$ cat config.mk
export PLATFORM = sky130hd
export DESIGN_NAME = fpcmp_unit
export DESIGN_NICKNAME = d
export VERILOG_FILES = /design/src/rtl/fpcmp_pkg.sv /design/src/rtl/fpcmp_classify.sv /design/src/rtl/fpcmp_order.sv /design/src/rtl/fpcmp_result.sv /design/src/rtl/fpcmp_unit.sv
export SDC_FILE = /design/constraint.sdc
export NUM_CORES = 1
export LEC_CHECK = 0
export ABC_AREA = 1
export BUFFER_PORTS_ARGS = -buffer_cell sky130_fd_sc_hd__clkbuf_2
export CORE_UTILIZATION = 25
export DETAILED_ROUTE_END_ITERATION = 8
export PLACE_DENSITY = 0.5
export RECOVER_POWER = 50
export SKIP_LAST_GASP = 1
export SLEW_MARGIN = 20
export SYNTH_ARGS = -nofsm -noshare
export SYNTH_HDL_FRONTEND = slang
export SYNTH_SLANG_ARGS = --single-unit
$ cat constraint.sdc
create_clock -name clk_i -period 1.8 [get_ports clk_i]
set_input_delay 0.09 -clock clk_i [delete_from_list [all_inputs] [get_ports clk_i]]
set_output_delay 0.09 -clock clk_i [all_outputs]
set_load 0.05 [all_outputs]
$ cat src/rtl/fpcmp_pkg.sv
package fpcmp_pkg;
  localparam int unsigned CC_W = 4;

  typedef enum logic [CC_W-1:0] {
    CC_LT = 4'b1000,
    CC_GT = 4'b0100,
    CC_EQ = 4'b0010,
    CC_UN = 4'b0001
  } cc_e;

  typedef struct packed {
    logic is_nan;
    logic is_snan;
  } opclass_t;
endpackage

$ cat src/rtl/fpcmp_classify.sv
module fpcmp_classify #(
  parameter int unsigned EXP_W  = 11,
  parameter int unsigned FRAC_W = 52,
  localparam int unsigned DATA_W = 1 + EXP_W + FRAC_W
) (
  input  logic [DATA_W-1:0]    op_i,
  output fpcmp_pkg::opclass_t  cls_o
);
  logic [EXP_W-1:0]  exp_w;
  logic [FRAC_W-1:0] frac_w;
  logic              sign_w;

  assign {sign_w, exp_w, frac_w} = op_i;

  always_comb begin
    cls_o.is_nan  = (&exp_w) && (|frac_w);
    // top fraction bit clear marks the signalling flavour
    cls_o.is_snan = cls_o.is_nan && !frac_w[FRAC_W-1];
  end

  logic unused_sign;
  assign unused_sign = sign_w;
endmodule

$ cat src/rtl/fpcmp_order.sv
module fpcmp_order #(
  parameter int unsigned DATA_W = 64,
  localparam int unsigned MAG_W = DATA_W - 1
) (
  input  logic [DATA_W-1:0] a_i,
  input  logic [DATA_W-1:0] b_i,
  output logic              lt_o,
  output logic              le_o
);
  logic             sa, sb;
  logic [MAG_W-1:0] ma, mb;
  logic             both_zero, same_bits;

  assign {sa, ma} = a_i;
  assign {sb, mb} = b_i;
  assign both_zero = (ma == '0) && (mb == '0);
  assign same_bits = (a_i == b_i);

  always_comb begin
    if (both_zero)     lt_o = 1'b0;
    else if (sa != sb) lt_o = sa;
    else if (!sa)      lt_o = ma < mb;
    else               lt_o = ma > mb;
    le_o = lt_o || both_zero || same_bits;
  end
endmodule

$ cat src/rtl/fpcmp_result.sv
module fpcmp_result
  import fpcmp_pkg::*;
(
  input  opclass_t        cls_a_i,
  input  opclass_t        cls_b_i,
  input  logic            lt_i,
  input  logic            le_i,
  input  logic            ordered_i,
  output logic [CC_W-1:0] code_o,
  output logic            snan_o,
  output logic            vc_o
);
  logic any_nan, any_snan;

  assign any_nan  = cls_a_i.is_nan  || cls_b_i.is_nan;
  assign any_snan = cls_a_i.is_snan || cls_b_i.is_snan;

  always_comb begin
    if (any_nan)    code_o = CC_UN;
    else if (lt_i)  code_o = CC_LT;
    else if (!le_i) code_o = CC_GT;
    else            code_o = CC_EQ;
  end

  // flags derive only from the unordered outcome, after the code is fixed
  always_comb begin
    snan_o = 1'b0;
    vc_o   = 1'b0;
    if (code_o == CC_UN) begin
      if (any_snan)       snan_o = 1'b1;
      else if (ordered_i) vc_o   = 1'b1;
    end
  end
endmodule

$ cat src/rtl/fpcmp_unit.sv
module fpcmp_unit
  import fpcmp_pkg::*;
#(
  parameter int unsigned EXP_W    = 11,
  parameter int unsigned FRAC_W   = 52,
  parameter int unsigned IDX_W    = 3,
  parameter int unsigned STAT_W   = 32,
  parameter int unsigned FLAG_LSB = 12,
  localparam int unsigned DATA_W  = 1 + EXP_W + FRAC_W
) (
  input  logic              clk_i,
  input  logic              rst_ni,
  input  logic              start_i,
  input  logic              ordered_i,
  input  logic              fpu_en_i,
  input  logic [DATA_W-1:0] op_a_i,
  input  logic [DATA_W-1:0] op_b_i,
  input  logic [IDX_W-1:0]  crf_idx_i,
  input  logic [STAT_W-1:0] status_i,
  output logic              done_o,
  output logic              crf_we_o,
  output logic [IDX_W-1:0]  crf_idx_o,
  output logic [CC_W-1:0]   crf_val_o,
  output logic              status_we_o,
  output logic [STAT_W-1:0] status_o,
  output logic              exc_snan_o,
  output logic              exc_cmp_o,
  output logic              exc_fpu_o
);
  localparam logic [STAT_W-1:0] FLD_MASK =
    {{(STAT_W-CC_W){1'b0}}, {CC_W{1'b1}}} << FLAG_LSB;

  logic [DATA_W-1:0] ops [2];
  opclass_t          cls [2];
  logic              lt_w, le_w, snan_w, vc_w;
  logic [CC_W-1:0]   code_w;
  logic [STAT_W-1:0] stat_next;

  assign ops[0] = op_a_i;
  assign ops[1] = op_b_i;

  for (genvar g = 0; g < 2; g++) begin : g_cls
    fpcmp_classify #(.EXP_W(EXP_W), .FRAC_W(FRAC_W)) u_cls (
      .op_i  (ops[g]),
      .cls_o (cls[g])
    );
  end

  fpcmp_order #(.DATA_W(DATA_W)) u_order (
    .a_i  (op_a_i),
    .b_i  (op_b_i),
    .lt_o (lt_w),
    .le_o (le_w)
  );

  fpcmp_result u_result (
    .cls_a_i   (cls[0]),
    .cls_b_i   (cls[1]),
    .lt_i      (lt_w),
    .le_i      (le_w),
    .ordered_i (ordered_i),
    .code_o    (code_w),
    .snan_o    (snan_w),
    .vc_o      (vc_w)
  );

  always_comb begin
    stat_next = status_i;
    stat_next[FLAG_LSB +: CC_W] = code_w;
  end

  always_ff @(posedge clk_i or negedge rst_ni) begin
    if (!rst_ni) begin
      done_o      <= 1'b0;
      crf_we_o    <= 1'b0;
      crf_idx_o   <= '0;
      crf_val_o   <= '0;
      status_we_o <= 1'b0;
      status_o    <= '0;
      exc_snan_o  <= 1'b0;
      exc_cmp_o   <= 1'b0;
      exc_fpu_o   <= 1'b0;
    end else begin
      done_o      <= start_i;
      crf_we_o    <= start_i && fpu_en_i;
      status_we_o <= start_i && fpu_en_i;
      exc_snan_o  <= start_i && fpu_en_i && snan_w;
      exc_cmp_o   <= start_i && fpu_en_i && vc_w;
      exc_fpu_o   <= start_i && !fpu_en_i;
      if (start_i && fpu_en_i) begin
        crf_idx_o <= crf_idx_i;
        crf_val_o <= code_w;
        status_o  <= stat_next;
      end
    end
  end

  AST_CODE_ONEHOT: assert property (@(posedge clk_i) disable iff (!rst_ni)
    crf_we_o |-> $countones(crf_val_o) == 1) else $error("code not one-hot");
  AST_STATUS_FIELD: assert property (@(posedge clk_i) disable iff (!rst_ni)
    status_we_o |-> status_o[FLAG_LSB +: CC_W] == crf_val_o) else $error("field mismatch");
  AST_KEEP_OTHER: assert property (@(posedge clk_i) disable iff (!rst_ni)
    start_i && fpu_en_i |=> (status_o & ~FLD_MASK) == ($past(status_i) & ~FLD_MASK))
    else $error("status bits disturbed");
  AST_IDX_FOLLOW: assert property (@(posedge clk_i) disable iff (!rst_ni)
    start_i && fpu_en_i |=> crf_idx_o == $past(crf_idx_i)) else $error("index");
  AST_EXC_WRITES_UN: assert property (@(posedge clk_i) disable iff (!rst_ni)
    (exc_snan_o || exc_cmp_o) |-> crf_we_o && status_we_o && crf_val_o == CC_UN)
    else $error("exception without unordered write");
  AST_QUIET_NO_VC: assert property (@(posedge clk_i) disable iff (!rst_ni)
    start_i && !ordered_i |=> !exc_cmp_o) else $error("quiet raised compare flag");
  AST_FLAGS_EXCL: assert property (@(posedge clk_i) disable iff (!rst_ni)
    !(exc_snan_o && exc_cmp_o)) else $error("both invalid flags");
  AST_DISABLED_NO_WRITE: assert property (@(posedge clk_i) disable iff (!rst_ni)
    exc_fpu_o |-> !crf_we_o && !status_we_o && !exc_snan_o && !exc_cmp_o)
    else $error("write while disabled");
  AST_DONE_LATENCY: assert property (@(posedge clk_i) disable iff (!rst_ni)
    start_i |=> done_o) else $error("done missing");
  AST_QUIET_IDLE: assert property (@(posedge clk_i) disable iff (!rst_ni)
    !done_o |-> !crf_we_o && !status_we_o && !exc_snan_o && !exc_cmp_o && !exc_fpu_o)
    else $error("activity without done");
endmodule

==> impl_metrics.env <==
export IMPL_status="complete, no violations"
export IMPL_ios=213
export IMPL_pre_cts_slack_ns=-0.0271
export IMPL_reg2reg_from="crf_val_o[2]$_DFFE_PN0P_"
export IMPL_wirelength_um=11500
export IMPL_grt_overflow=0
export IMPL_fin_nets=1020
export IMPL_layout_drive_gt1_share_pct=26.3
export IMPL_io_buffer_count=208
export IMPL_p_sw_share_pct=38.6
export IMPL_first_pass_iters=6
export IMPL_wl_met3_um=542
export IMPL_worst_setup_path_end_kind="flip-flop"
export IMPL_numCtsBuffers=5
export IMPL_final_common_cell="nand2_1"
export IMPL_holdCritPathClass="in2reg"
export IMPL_p_per_area_nw_per_um2=649
export IMPL_fmax_mhz=657
export IMPL_wl_per_cell_um=11.8
export IMPL_cp_arrival_ns=1.69
export IMPL_final_cell_mix="199 x nand2_1, 166 x clkbuf_2, 97 x inv_1"
export IMPL_rsz0062_at_grt="no"
export IMPL_core_um2=14600
export IMPL_syn_area_per_cell_um2=6.71
export IMPL_cp_slowest_cell="ha_1"
export IMPL_antenna_cells=0
export IMPL_vias_per_cell=4.24
export IMPL_ys_types=29
export IMPL_cap_violations=0
export IMPL_placedCellCount=959
export IMPL_hp_start="status_i[30]"
export IMPL_max_slew_worst_pin_slew_ns=0.780
export IMPL_first_iter_violations=103
export IMPL_dr_max_layer_used="met4"
export IMPL_critical_path_class="in2reg"
export IMPL_start_util_pct=25.8
export IMPL_antenna_found_initial=0
export IMPL_drc=0
export IMPL_clockPowerShare_pct=30.3
export IMPL_critPathRequiredTime_ns=1.97
export IMPL_vdd_drop_max_uv=579
export IMPL_worstSetupStartpoint="op_b_i[54]"
export IMPL_intPower_mw=2.11
export IMPL_r2r_setup_slack_ns=1.12
export IMPL_drv_slew=0
export IMPL_finalSetupViolations=0
export IMPL_path_clk_slew_ns=0.06
export IMPL_die_w_um=125
export IMPL_grt_pass1_vias=4082
export IMPL_switchingPower_mw=1.33
export IMPL_insertion_delay_ns=0.28
export IMPL_fin_worst_skew_ns=0
export IMPL_htree_num_levels=2
export IMPL_synth_edf_count=0
export IMPL_vias=4125
export IMPL_synthFlopType="dfrtp_1"
export IMPL_grt_pass1_wl_um=19300
export IMPL_met1Wirelength_um=5470
export IMPL_rows=44
export IMPL_crit_path_frequent_cell="nand2_2"
export IMPL_setup_ws_ns=0.277
export IMPL_grtUsageTotal_pct=15.0
export IMPL_slowest_delay_ns=0.28
export IMPL_ys_async_sr_fraction_pct=100
export IMPL_die_area_um2=15600
export IMPL_syn2layout_area_growth_pct=40.7
export IMPL_clk_path_buf_depth=2
export IMPL_power_total_mw=3.44
export IMPL_finalCritPeriodShare_pct=84.6
export IMPL_hold_worst_slack_ns=0.00366
export IMPL_comb_power_share_pct=38.7
export IMPL_ant_nets=0
export IMPL_wl_met2_um=5350
export IMPL_final_min_clock_period_ns=1.52
export IMPL_routabilityCongestion=0.757
export IMPL_power_frac_seq_pct=31.0
export IMPL_startpoint_type="input pin"
export IMPL_cp_cell_sequence="clkbuf_2 > inv_1 > ha_1 > nand2_1 > nor2_2 > nand4_1 > nor2_1 > nand3_1 > or2_1 > nand2_2 > nand2_2 > nand2_2 > nand2_2 > nand3_1 > nand2_1"
export IMPL_cts_setup_buffers=0
export IMPL_netlist_area_um2=3770
export IMPL_syn_num_nets=792
export IMPL_synthesis_instances=561
export IMPL_cts_root_buf="clkbuf_16"
export IMPL_ys_ff_latch=40
export IMPL_dp_hpwl_um=10100
export IMPL_finalHoldViolCount=0
export IMPL_utilization_pct=36.3
export IMPL_final_cells=974
export IMPL_worstPathMaxFanout=2
export IMPL_synth_seq_area_share_pct=26.6
export IMPL_grt_start_max_net_pins=36
export IMPL_die_h_um=125
export IMPL_fill_cells=1624
export IMPL_yosysWarnings=0
export IMPL_p_leak_nw=3.17
export IMPL_tritoncts="done"
export IMPL_maxSlewHeadroom_pct=48.0
export IMPL_clock_sinks=40
## sequential cells by signal (all words and copies together) (netlist names)
register     cells
crf_idx_o        3
crf_val_o        3
done_o           1
exc_cmp_o        1
exc_fpu_o        1
exc_snan_o       1
status_o        29
status_we_o      1
## per-stage QoR
stage                     area (um2)  setup TNS (ns)
final                           5300               0
after global routing            5300               0
after CTS                       5350               0
after detailed placement        5100         -0.0271
after global placement          5100         -0.0245
after floorplan                 3770               0
## worst max-delay path: cells and delay by family
kind / cells / cell delay, ns
and+or+nand+nor: 12 / 1.19
adders and majority gates: 1 / 0.28
buffers and inverters: 2 / 0.13
## per-layer routing
| layer | track usage (%) | up-vias |
|---|---|---|
| li1 | - | 2246 |
| met2 | 25.6 | 116 |
| met1 | 20.2 | 1757 |
| met4 | 2.34 | 0 |
| met3 | 2.19 | 6 |
| met5 | 0 | - |
## synthesized netlist by cell type (6+ instances only)
master	count	area share (%)
nand2_1	199	20
inv_1	97	9.7
ha_1	63	21
dfrtp_1	40	27
nor2_1	36	3.6
nor4_1	26	4.3
a21oi_1	22	2.9
nand4_1	17	2.8
nand3_1	16	2.1
nand2_2	6	1.0
nor3_1	6	0.80
## power groups by stage
stage / logic (mW) / clock network (mW) / registers, mW
floorplan: 0.504 / 0 / 1.45
global placement: 1.36 / 0 / 1.08
detailed placement: 1.36 / 0 / 1.08
CTS: 1.38 / 1.07 / 1.07
global route: 1.48 / 1.10 / 1.08
finish: 1.33 / 1.04 / 1.07
## logic make-up (layout without fill, tap and decap cells)
kind of cell,after synthesis,after routing,synth area share (%)
xor+xnor,1,1,0.233
compound gates,28,28,3.95
fa+ha+maj,63,63,20.9
buf+inv,113,342,11.8
flops,40,40,26.6
simple gates,316,316,36.5
## what timing repair did
| action | in CTS | in global routing |
|---|---|---|
| hold buffers | 7 | 0 |
| gates resized for setup | 0 | 0 |
| hold endpoints to repair | 35 | 0 |
| endpoints found under the setup margin | 0 | 0 |
## cell type report
| cell class | count | area [um2] | share of cell area, % |
|---|---|---|---|
| clock buffer | 6 | 139 | 2.62 |
| timing repair buffer | 232 | 1190 | 22.4 |
| sequential | 40 | 1000 | 18.9 |
| inverter | 102 | 383 | 7.22 |
| multi-input combinational | 408 | 2320 | 43.8 |
| clock inverter | 2 | 38.8 | 0.732 |
| tap | 184 | 230 | 4.34 |
## worst paths after layout
kind                                            end  depth (start not counted)
max                        crf_val_o[1]$_DFFE_PN0P_                         15
min                        status_o[30]$_DFFE_PN0P_                          3
max reg2reg                crf_val_o[2]$_DFFE_PN0P_                          2
min reg2reg                 status_o[1]$_DFFE_PN0P_                          2
max in group asynchronous   status_o[7]$_DFFE_PN0P_                          3
min in group asynchronous  status_o[28]$_DFFE_PN0P_                          2
Power figures use the tool's default switching activity.
